`config.mk`:
```
export PLATFORM = sky130hd
export DESIGN_NAME = bitop_unit
export DESIGN_NICKNAME = d
export VERILOG_FILES = /design/src/rtl/bitop_pkg.sv /design/src/rtl/bitop_decode.sv /design/src/rtl/bitop_alu.sv /design/src/rtl/bitop_timer.sv /design/src/rtl/bitop_unit.sv
export SDC_FILE = /design/constraint.sdc
export NUM_CORES = 1
export LEC_CHECK = 0
export ABC_AREA = 0
export BUFFER_PORTS_ARGS = -buffer_cell sky130_fd_sc_hd__buf_2
export CAP_MARGIN = 0
export CORE_ASPECT_RATIO = 1.75
export CORE_MARGIN = 2
export CORE_UTILIZATION = 55
export CTS_CLUSTER_DIAMETER = 60
export DETAILED_ROUTE_END_ITERATION = 12
export PLACE_DENSITY = 0.87
export SYNTH_ARGS = -nofsm -noshare
export SYNTH_HDL_FRONTEND = slang
export SYNTH_HIERARCHICAL = 1
export SYNTH_SLANG_ARGS = --single-unit
```
`constraint.sdc`:
```
create_clock -name clk -period 7.3 [get_ports clk]
set_clock_uncertainty 0.05 [all_clocks]
set_input_delay 1.46 -clock clk [delete_from_list [all_inputs] [get_ports clk]]
set_output_delay 1.46 -clock clk [all_outputs]
set_load 0.01 [all_outputs]
```
`src/rtl/bitop_pkg.sv`:
```
package bitop_pkg;

    typedef enum logic [1:0] {
        GRP_SHIFT = 2'd0,
        GRP_TEST  = 2'd1,
        GRP_CLR   = 2'd2,
        GRP_SET   = 2'd3
    } grp_e;

    typedef enum logic [2:0] {
        SH_RLC, SH_RRC, SH_RL, SH_RR, SH_SLA, SH_SRA, SH_SLL, SH_SRL
    } shk_e;

    typedef enum logic [2:0] {
        S_IDLE, S_FETCH, S_MREAD, S_OPER, S_MWRITE, S_HOLD
    } state_e;

    localparam int FL_C = 0;
    localparam int FL_N = 1;
    localparam int FL_P = 2;
    localparam int FL_H = 4;
    localparam int FL_Z = 6;
    localparam int FL_S = 7;

    localparam logic [2:0] OPND_MEM = 3'd6;

    typedef struct packed {
        grp_e       grp;
        logic [2:0] sub;
        logic [2:0] opnd;
        logic       is_mem;
    } dec_t;

endpackage

```
`src/rtl/bitop_decode.sv`:
```
module bitop_decode
    import bitop_pkg::*;
(
    input  logic [7:0] code,
    output dec_t       dec
);
    always_comb begin
        dec.grp    = grp_e'(code[7:6]);
        dec.sub    = code[5:3];
        dec.opnd   = code[2:0];
        dec.is_mem = (code[2:0] == OPND_MEM);
    end
endmodule

```
`src/rtl/bitop_alu.sv`:
```
module bitop_alu
    import bitop_pkg::*;
(
    input  dec_t       dec,
    input  logic [7:0] operand,
    input  logic [7:0] flags_in,
    output logic [7:0] result,
    output logic [7:0] flags_res
);
    logic [7:0] mask;
    logic       shifted_out;
    logic       tested;

    always_comb begin
        mask        = 8'h01 << dec.sub;
        tested      = operand[dec.sub];
        result      = operand;
        flags_res   = flags_in;
        shifted_out = 1'b0;
        unique case (dec.grp)
            GRP_SHIFT: begin
                unique case (shk_e'(dec.sub))
                    SH_RLC: begin result = {operand[6:0], operand[7]};    shifted_out = operand[7]; end
                    SH_RRC: begin result = {operand[0], operand[7:1]};    shifted_out = operand[0]; end
                    SH_RL:  begin result = {operand[6:0], flags_in[FL_C]}; shifted_out = operand[7]; end
                    SH_RR:  begin result = {flags_in[FL_C], operand[7:1]}; shifted_out = operand[0]; end
                    SH_SLA: begin result = {operand[6:0], 1'b0};          shifted_out = operand[7]; end
                    SH_SRA: begin result = {operand[7], operand[7:1]};    shifted_out = operand[0]; end
                    SH_SLL: begin result = {operand[6:0], 1'b1};          shifted_out = operand[7]; end
                    SH_SRL: begin result = {1'b0, operand[7:1]};          shifted_out = operand[0]; end
                endcase
                flags_res[FL_S] = result[7];
                flags_res[FL_Z] = (result == 8'h00);
                flags_res[FL_H] = 1'b0;
                flags_res[FL_P] = ~^result;
                flags_res[FL_N] = 1'b0;
                flags_res[FL_C] = shifted_out;
            end
            GRP_TEST: begin
                flags_res[FL_Z] = ~tested;
                flags_res[FL_H] = 1'b1;
                flags_res[FL_N] = 1'b0;
                flags_res[FL_S] = (dec.sub == 3'd7) & tested;
            end
            GRP_CLR: result = operand & ~mask;
            GRP_SET: result = operand | mask;
        endcase
    end
endmodule

```
`src/rtl/bitop_timer.sv`:
```
module bitop_timer #(
    parameter int CNT_W = 4
) (
    input  logic             clk,
    input  logic             rst_n,
    input  logic             clear,
    input  logic             run,
    output logic [CNT_W-1:0] count
);
    localparam logic [CNT_W-1:0] SAT = '1;

    always_ff @(posedge clk) begin
        if (!rst_n)
            count <= '0;
        else if (clear)
            count <= CNT_W'(1);
        else if (run && count != SAT)
            count <= count + CNT_W'(1);
    end
endmodule

```
`src/rtl/bitop_unit.sv`:
```
module bitop_unit
    import bitop_pkg::*;
#(
    parameter  int ADDR_W       = 16,
    parameter  int CYC_REG      = 8,
    parameter  int CYC_MEM_RMW  = 15,
    parameter  int CYC_MEM_TEST = 12,
    localparam int CYC_MAX = (CYC_MEM_RMW > CYC_MEM_TEST)
                           ? ((CYC_MEM_RMW > CYC_REG) ? CYC_MEM_RMW : CYC_REG)
                           : ((CYC_MEM_TEST > CYC_REG) ? CYC_MEM_TEST : CYC_REG),
    localparam int CNT_W = $clog2(CYC_MAX + 1)
) (
    input  logic              clk,
    input  logic              rst_n,
    input  logic              start,
    input  logic [ADDR_W-1:0] pc_in,
    input  logic [ADDR_W-1:0] hl_in,
    output logic              busy,
    output logic              done,
    output logic [CNT_W-1:0]  cycles,
    output logic [ADDR_W-1:0] pc_out,
    output logic              pc_we,
    output logic              mem_rd,
    output logic              mem_wr,
    output logic [ADDR_W-1:0] mem_addr,
    output logic [7:0]        mem_wdata,
    input  logic [7:0]        mem_rdata,
    input  logic              mem_ready,
    output logic [2:0]        rf_sel,
    input  logic [7:0]        rf_rdata,
    output logic              rf_we,
    output logic [7:0]        rf_wdata,
    input  logic [7:0]        flags_in,
    output logic [7:0]        flags_out,
    output logic              flags_we
);
    state_e            state_q, state_d;
    logic [ADDR_W-1:0] pc_q, hl_q;
    logic [7:0]        data_q;
    dec_t              dec_q, dec_f;
    logic [CNT_W-1:0]  elapsed, budget;
    logic [7:0]        alu_in, alu_res, alu_flags;
    logic              start_acc, finish, writes_back;

    bitop_decode u_dec (.code(mem_rdata), .dec(dec_f));

    bitop_alu u_alu (
        .dec(dec_q), .operand(alu_in), .flags_in(flags_in),
        .result(alu_res), .flags_res(alu_flags)
    );

    bitop_timer #(.CNT_W(CNT_W)) u_tmr (
        .clk(clk), .rst_n(rst_n), .clear(start_acc), .run(busy), .count(elapsed)
    );

    assign start_acc   = start && (state_q == S_IDLE);
    assign writes_back = dec_q.grp != GRP_TEST;
    assign alu_in      = dec_q.is_mem ? data_q : rf_rdata;
    assign budget      = !dec_q.is_mem ? CNT_W'(CYC_REG)
                       : (dec_q.grp == GRP_TEST) ? CNT_W'(CYC_MEM_TEST) : CNT_W'(CYC_MEM_RMW);
    assign finish      = elapsed >= budget;

    always_comb begin
        state_d = state_q;
        unique case (state_q)
            S_IDLE:   if (start)     state_d = S_FETCH;
            S_FETCH:  if (mem_ready) state_d = dec_f.is_mem ? S_MREAD : S_OPER;
            S_MREAD:  if (mem_ready) state_d = S_OPER;
            S_OPER:   state_d = (dec_q.is_mem && writes_back) ? S_MWRITE : S_HOLD;
            S_MWRITE: if (mem_ready) state_d = S_HOLD;
            S_HOLD:   if (finish)    state_d = S_IDLE;
            default:  state_d = S_IDLE;
        endcase
    end

    always_ff @(posedge clk) begin
        if (!rst_n) begin
            state_q <= S_IDLE;
            pc_q    <= '0;
            hl_q    <= '0;
            data_q  <= '0;
            dec_q   <= '0;
        end else begin
            state_q <= state_d;
            if (start_acc) begin
                pc_q <= pc_in;
                hl_q <= hl_in;
            end
            if (state_q == S_FETCH && mem_ready) dec_q  <= dec_f;
            if (state_q == S_MREAD && mem_ready) data_q <= mem_rdata;
            if (state_q == S_OPER)               data_q <= alu_res;
        end
    end

    always_comb begin
        busy      = state_q != S_IDLE;
        done      = (state_q == S_HOLD) && finish;
        cycles    = budget;
        pc_out    = pc_q + ADDR_W'(1);
        pc_we     = (state_q == S_FETCH) && mem_ready;
        mem_rd    = (state_q == S_FETCH) || (state_q == S_MREAD);
        mem_wr    = state_q == S_MWRITE;
        mem_addr  = (state_q == S_FETCH) ? pc_q : hl_q;
        mem_wdata = data_q;
        rf_sel    = dec_q.opnd;
        rf_we     = (state_q == S_OPER) && !dec_q.is_mem && writes_back;
        rf_wdata  = alu_res;
        flags_out = alu_flags;
        flags_we  = (state_q == S_OPER) &&
                    (dec_q.grp == GRP_SHIFT || dec_q.grp == GRP_TEST);
    end
endmodule

```
==> flow_metrics.py, run 1 <==
metrics = {
    "routing": {
        "dr.first_iter.drc_count": 314,
        "wirelength_um": 10000,
        "postRouteAntennaNets": 0,
        "dr.pass1.iters": 5,
        "via_per_inst": 5.88,
        "wl_per_cell_um": 15.8,
        "route.detailed.drc": 0,
        "via_count": 3731,
    },
    "cells_and_area": {
        "layout-drive-gt1-share": 0.329,
        "area_growth_pct": 16.6,
        "multi_input_area_mm2": 0.00223,
        "final_area_mm2": 0.00430,
        "final_cell_mix": "buf_2, nand2_1, dfxtp_1, a21oi_1, mux2_2",
        "fillers": 549,
        "nets": 621,
        "final_common_cell": "buf_2",
        "final_cells": 635,
        "seqCellArea_mm2": 0.00112,
        "antenna-diode-count": 0,
    },
    "timing": {
        "tightest_slew_ns": 1.09,
        "rsz0062_at_grt": "false",
        "fin_crit_sh": 0.667,
        "finalSetupViolations": 0,
        "fmax_ghz": 0.205,
        "max-slew-margin-rel": 0.274,
        "tns_ns": 0,
        "final.min_clock_period_ns": 4.87,
        "fin_ws_ns": 2.43,
        "maxSlewViolCount": 0,
        "hold_violations": 0,
    },
    "clock_network": {
        "cts_tree": "built",
        "root_buffer": "clkbuf_16",
        "cts_setup_buffers": 0,
        "htreeDepth": 2,
        "tritoncts.num_buffers": 5,
        "clkSinkCount": 56,
        "ctsHoldBuffers": 0,
        "clk_pin_slew_ns": 0.07,
        "clockBufferDepth": 2,
        "clkLatencyLatePin_ns": 0.29,
        "ctsResizeCount": 0,
    },
    "worst_setup_path": {
        "critical_path_arrival_ns": 3.36,
        "start_kind": "input port",
        "crit_path_max_incr_delay_ns": 0.33,
        "crit_type": "input port to primary output",
        "timing.rr.start": "state_q[0]$_SDFFE_PN0P_",
        "cpLargestDelayFamily": "multiplexers",
        "cp_slowest_cell": "a221oi_1",
        "crit_chain": "buf_2 -> mux2_2 -> mux2_2 -> a221oi_1 -> ha_1 -> xnor2_1 -> xnor2_1 -> o21ai_0 -> buf_2",
        "r2r-end": "u_tmr/count[2]$_SDFFE_PP0P_",
        "critPathCaptureType": "primary output",
        "crit_fanout": 7,
        "critical_path_buf_inv_count": 2,
        "critPathRequiredTime_ns": 5.79,
        "worstRegToRegCells": 5,
        "rrSetupSlack_ns": 4.32,
    },
    "worst_hold_path": {
        "min_from": "hl_q[8]$_SDFFE_PN0P_",
        "hold_depth": 2,
        "min-delay-path-class": "register to register",
        "hold_end": "hl_q[8]$_SDFFE_PN0P_",
    },
    "floorplanning": {
        "die_x_um": 65.9,
        "boundaryPins": 130,
        "start_util": 0.568,
        "dieArea_mm2": 0.00740,
        "core-area_mm2": 0.00649,
        "rows": 39,
        "die_y_um": 112,
    },
    "synthesis": {
        "synth_warnings": 6,
        "netlist_instances": 464,
        "netlist_area_mm2": 0.00369,
        "synth_mux_area_frac": 0.135,
        "synthArstFlopShare": 0,
        "synth_adder_area_share": 0.0305,
        "ys_seq_area_frac": 0.304,
        "ys_types": 57,
        "synth_ff_type": "dfxtp_1",
        "synth-simple-area-share": 0.243,
        "synth_top_family_by_area": "simple AND/OR/NAND/NOR gates",
        "ys_ff_latch": 56,
        "synth_enable_flop_cells": 0,
        "synth.avg_cell_area_um2": 7.95,
        "syn_nets": 533,
        "synth-compound-area-share": 0.156,
        "synthXorXnorAreaFrac": 0.0404,
    },
    "grt": {
        "grt_pass1_wl_um": 15600,
        "overflow": 0,
        "grt_max_degree": 36,
        "grt_pass1_vias": 3345,
        "antenna_found_initial": 0,
        "track_usage": 0.265,
    },
    "power_and_ir_drop": {
        "power.total_w": 0.000926,
        "p_leak_nw": 1.93,
        "vdd_drop_max_mv": 0.122,
        "pwr_density_cell_mw_per_mm2": 215,
    },
    "placed_design": {
        "postPlaceCellArea_mm2": 0.00415,
        "dp_cells": 627,
        "gp_congestion": 0.933,
        "place_hpwl_um": 7450,
        "io_buffers": 124,
        "place_ws_ns": 2.45,
    },
    "status": {
        "status": "finished clean",
    },
    "job": {
        "cap_violations": 0,
    },
}
kinds of logic after synthesis:
kind of cell | Yosys count
AOI/OAI and AO/OA | 93
DFF | 56
buffers and inverters | 60
xor gates and xnor gates | 17
adders and majority gates | 9
muxes | 43
other | 1
and+or+nand+nor | 185
worst max path at each step:
stage	from	endpoint	slack [ns]	cells after the start
global route	rf_rdata[7]	flags_out[2]	2.35	9
global placement	rf_rdata[7]	flags_out[2]	2.53	9
floorplan	rf_rdata[7]	flags_out[2]	2.68	7
CTS	rf_rdata[7]	flags_out[2]	2.43	9
finish	rf_rdata[7]	flags_out[2]	2.43	9
detailed placement	rf_rdata[7]	flags_out[2]	2.45	9
worst register-to-register path, cell delays in order, from the launching register on:
cell and delay (ns):
dfxtp_1 0.83, nor3_2 0.11, nand2_1 0.82, inv_2 0.54, nand2b_1 0.34, nor3_1 0.20
layer usage:
| metal | vias up | GRT usage | wire, µm |
|---|---|---|---|
| met5 | - | 0 | 0 |
| met4 | 0 | 0.136 | 405 |
| met3 | 39 | 0.0451 | 723 |
| met2 | 200 | 0.486 | 5290 |
| met1 | 1726 | 0.279 | 3610 |
| li1 | 1766 | - | - |
report_power, final:
group          internal, W  total [W]  leakage [nW]  switching, W
logic             0.000133   0.000301          1.40      0.000168
clock network     0.000137   0.000246        0.0701      0.000109
registers         0.000335   0.000380         0.458     0.0000449
total             0.000605   0.000926          1.93      0.000321
cells in the mapped netlist (all sizes together) (2+ instances only):
master	count	share of area
a211oi	5	0.010
a21boi	2	0.0041
a21oi	52	0.071
a221o	6	0.016
a221oi	2	0.0048
a311oi	6	0.014
a31o	2	0.0048
and2	2	0.0034
and3	3	0.0051
and3b	2	0.0048
and4b	3	0.0085
buf	30	0.059
clkbuf	14	0.014
clkinv	2	0.0034
dfxtp	56	0.30
ha	9	0.031
inv	14	0.014
mux2	33	0.10
mux2i	8	0.022
mux4	2	0.012
nand2	105	0.11
nand2b	7	0.012
nand3	14	0.020
nand3b	2	0.0041
nand4	6	0.014
nor2	22	0.022
nor2b	5	0.011
nor3	7	0.011
nor3b	2	0.0071
o21ai	10	0.014
or2	3	0.0051
xnor2	12	0.029
xor2	5	0.012
layout make-up:
class	instances	area share
Tap cell	82	0.0239
Multi-Input combinational cell	348	0.519
Inverter	16	0.0151
Clock buffer	7	0.0332
Timing Repair Buffer	125	0.146
Clock inverter	1	0.00175
Sequential cell	56	0.261
registers in the layout, indices dropped and copies added, names as in the netlist:
register     flops
u_tmr/count      4
hl_q            16
mem_wdata        8
dec_q            6
rf_sel           3
state_q          3
pc_q            16
metrics by stage:
stage               hold WS, ns   util
floorplan                 0.384      -
global placement          0.390  0.639
detailed placement        0.396  0.639
CTS                       0.406  0.662
global route              0.423  0.662
finish                    0.402  0.662
(Power assumes the default switching activity.)
==> inputs of run 2 (changes only) <==
- ABC_AREA: 0 -> 1
- CORE_UTILIZATION: 55 -> 46
- PLACE_DENSITY: 0.87 -> 0.77
- clock period: 7.3 -> 3.9 ns (I/O delays scaled with it)
==> flow_metrics.py, run 2 <==
metrics = {
    "timing": {
        "tns_ns": 0,
        "maxSlewViolCount": 0,
        "hold_violations": 0,
        "rsz0062_at_grt": "false",
        "finalSetupViolations": 0,
        "tightest_slew_ns": 0.718,
        "fmax_ghz": 0.294,
        "final.min_clock_period_ns": 3.40,
        "max-slew-margin-rel": 0.521,
        "whs_ns": 0.431,
        "fin_crit_sh": 0.872,
    },
    "grt": {
        "track_usage": 0.260,
        "grt_max_degree": 49,
        "grt_pass1_vias": 3890,
        "grt_pass1_wl_um": 18000,
        "antenna_found_initial": 0,
        "overflow": 0,
    },
    "synthesis": {
        "yosys.area.top_type_share": 0.300,
        "yosysMostFrequentCell": "nand2_1",
        "netlist_instances": 580,
        "synth_ff_type": "dfxtp_1",
        "yosysTopAreaCell": "dfxtp_1",
        "syn_nets": 649,
        "synth_enable_flop_cells": 0,
        "netlist_top_cells_count": "nand2_1, nor2_1, o21ai_0, dfxtp_1, inv_1",
        "netlist_area_mm2": 0.00373,
        "synthArstFlopShare": 0,
        "ys_types": 35,
        "ys_seq_area_frac": 0.300,
        "synth_warnings": 6,
        "ys_ff_latch": 56,
        "synth.avg_cell_area_um2": 6.44,
        "synth_area_leaders": "dfxtp_1, nand2_1, o21ai_0",
    },
    "floorplanning": {
        "boundaryPins": 130,
        "die_x_um": 72.1,
        "core-area_mm2": 0.00791,
        "rows": 43,
        "die_y_um": 123,
        "dieArea_mm2": 0.00888,
        "start_util": 0.472,
    },
    "clock_network": {
        "clockBufferDepth": 2,
        "ctsResizeCount": 0,
        "tritoncts.num_buffers": 5,
        "htreeDepth": 2,
        "clk_pin_slew_ns": 0.07,
        "cts_setup_buffers": 0,
        "clkLatencyLatePin_ns": 0.29,
        "ctsHoldBuffers": 0,
        "root_buffer": "clkbuf_16",
        "cts_tree": "built",
        "clkSinkCount": 56,
    },
    "worst_setup_path": {
        "critical_path_arrival_ns": 2.57,
        "critPathRequiredTime_ns": 3.07,
        "worstRegToRegCells": 13,
        "start_kind": "register",
        "crit_type": "register to primary output",
        "rrSetupSlack_ns": 1.59,
        "timing.rr.start": "dec_q[7]$_SDFFE_PN0P_",
        "critPathCaptureType": "primary output",
        "r2r-end": "state_q[1]$_SDFFE_PN0P_",
        "crit_fanout": 11,
    },
    "cells_and_area": {
        "nets": 746,
        "antenna-diode-count": 0,
        "seqCellArea_mm2": 0.00112,
        "multi_input_area_mm2": 0.00209,
        "area_growth_pct": 17.8,
        "fin_util": 0.556,
        "layout-drive-gt1-share": 0.249,
        "fillers": 848,
        "final_common_cell": "buf_2",
        "final_cells": 768,
        "final_cell_mix": "buf_2, nand2_1, nor2_1, o21ai_0, dfxtp_1",
    },
    "worst_hold_path": {
        "hold_end": "mem_wdata[4]$_SDFFE_PN0P_",
        "min-delay-path-class": "register to register",
        "hold_depth": 2,
        "min_from": "mem_wdata[4]$_SDFFE_PN0P_",
    },
    "placed_design": {
        "gp_congestion": 0.947,
        "io_buffers": 124,
        "dp_cells": 760,
        "place_hpwl_um": 9150,
    },
    "routing": {
        "postRouteAntennaNets": 0,
        "dr.first_iter.drc_count": 165,
        "wirelength_um": 11600,
        "dr.pass1.iters": 4,
        "via_count": 4069,
        "wl_per_cell_um": 15.1,
        "via_per_inst": 5.30,
        "route.detailed.drc": 0,
    },
    "power_and_ir_drop": {
        "pwr_density_cell_mw_per_mm2": 693,
        "vdd_drop_max_mv": 0.372,
        "p_leak_nw": 2.24,
    },
    "job": {
        "cap_violations": 0,
    },
    "status": {
        "status": "finished clean",
    },
}
==> run 2: changes by cell type after synthesis, sizes merged, moves of 10 or more <==
cell | previous run | this run
a21oi | 52 | 31
inv | 14 | 62
mux2 | 33 | 0
nand2 | 105 | 127
nand3 | 14 | 36
nor2 | 22 | 99
o21ai | 10 | 72
xnor2 | 12 | 2
==> run 2: cell type report <==
| class | instances | area share |
|---|---|---|
| multi-input cells | 422 | 0.476 |
| well taps | 90 | 0.0256 |
| inverters | 63 | 0.0555 |
| flip-flops and latches | 56 | 0.255 |
| clock inverters | 3 | 0.00967 |
| clock buffers | 5 | 0.0284 |
| repair buffers | 129 | 0.150 |
==> run 2: report_power, final <==
group | leakage (nW) | internal (W) | switching, W | total [W]
Sequential | 0.460 | 0.000733 | 0.000145 | 0.000877
Combinational | 1.70 | 0.000581 | 0.00108 | 0.00167
Clock | 0.0798 | 0.000302 | 0.000205 | 0.000507
==> run 2: worst max-delay path by stage <==
stage	slack, ns	depth (start not counted)	to	start
floorplan	0.87	12	flags_out[2]	dec_q[0]$_SDFFE_PN0P_
global placement	0.66	11	flags_out[2]	rf_rdata[7]
detailed placement	0.66	11	flags_out[2]	rf_rdata[7]
global route	0.28	11	flags_out[2]	dec_q[0]$_SDFFE_PN0P_
finish	0.50	11	flags_out[2]	dec_q[0]$_SDFFE_PN0P_
CTS	0.50	11	flags_out[2]	dec_q[0]$_SDFFE_PN0P_
==> run 2: stage by stage <==
step	setup WS, ns	area [µm²]	power, W
after detailed placement	0.658	4230	0.00254
after floorplan	0.872	3730	0.00204
after CTS	0.503	4400	0.00307
final	0.500	4400	0.00305
after global routing	0.280	4400	0.00331
after global placement	0.655	4230	0.00252
==> run 2: worst max-delay path: stages, from the launching register on <==
cell and delay, ns:
dfxtp_1 0.31, inv_1 0.33, nand2_1 0.10, nand2_1 0.21, nand4_1 0.12, nand4_1 0.13, inv_1 0.06, ha_1 0.30
xnor2_1 0.14, or2_2 0.30, a21oi_1 0.14, buf_2 0.14
==> run 2: logic make-up after synthesis <==
group	share of synthesized area
flip-flops	0.300
AO/OA/AOI/OAI	0.172
XOR/XNOR	0.0328
other	0.00100
AND/OR/NAND/NOR	0.325
adder cells (fa/ha/maj)	0.0302
buffers and inverters	0.139
==> run 2: per-layer routing <==
layer | up-vias | share of wire | global-route usage
li1 | 2045 | - | -
met1 | 1809 | 0.36 | 0.255
met2 | 177 | 0.54 | 0.503
met3 | 38 | 0.050 | 0.0253
met4 | 0 | 0.051 | 0.158
met5 | - | 0 | 0
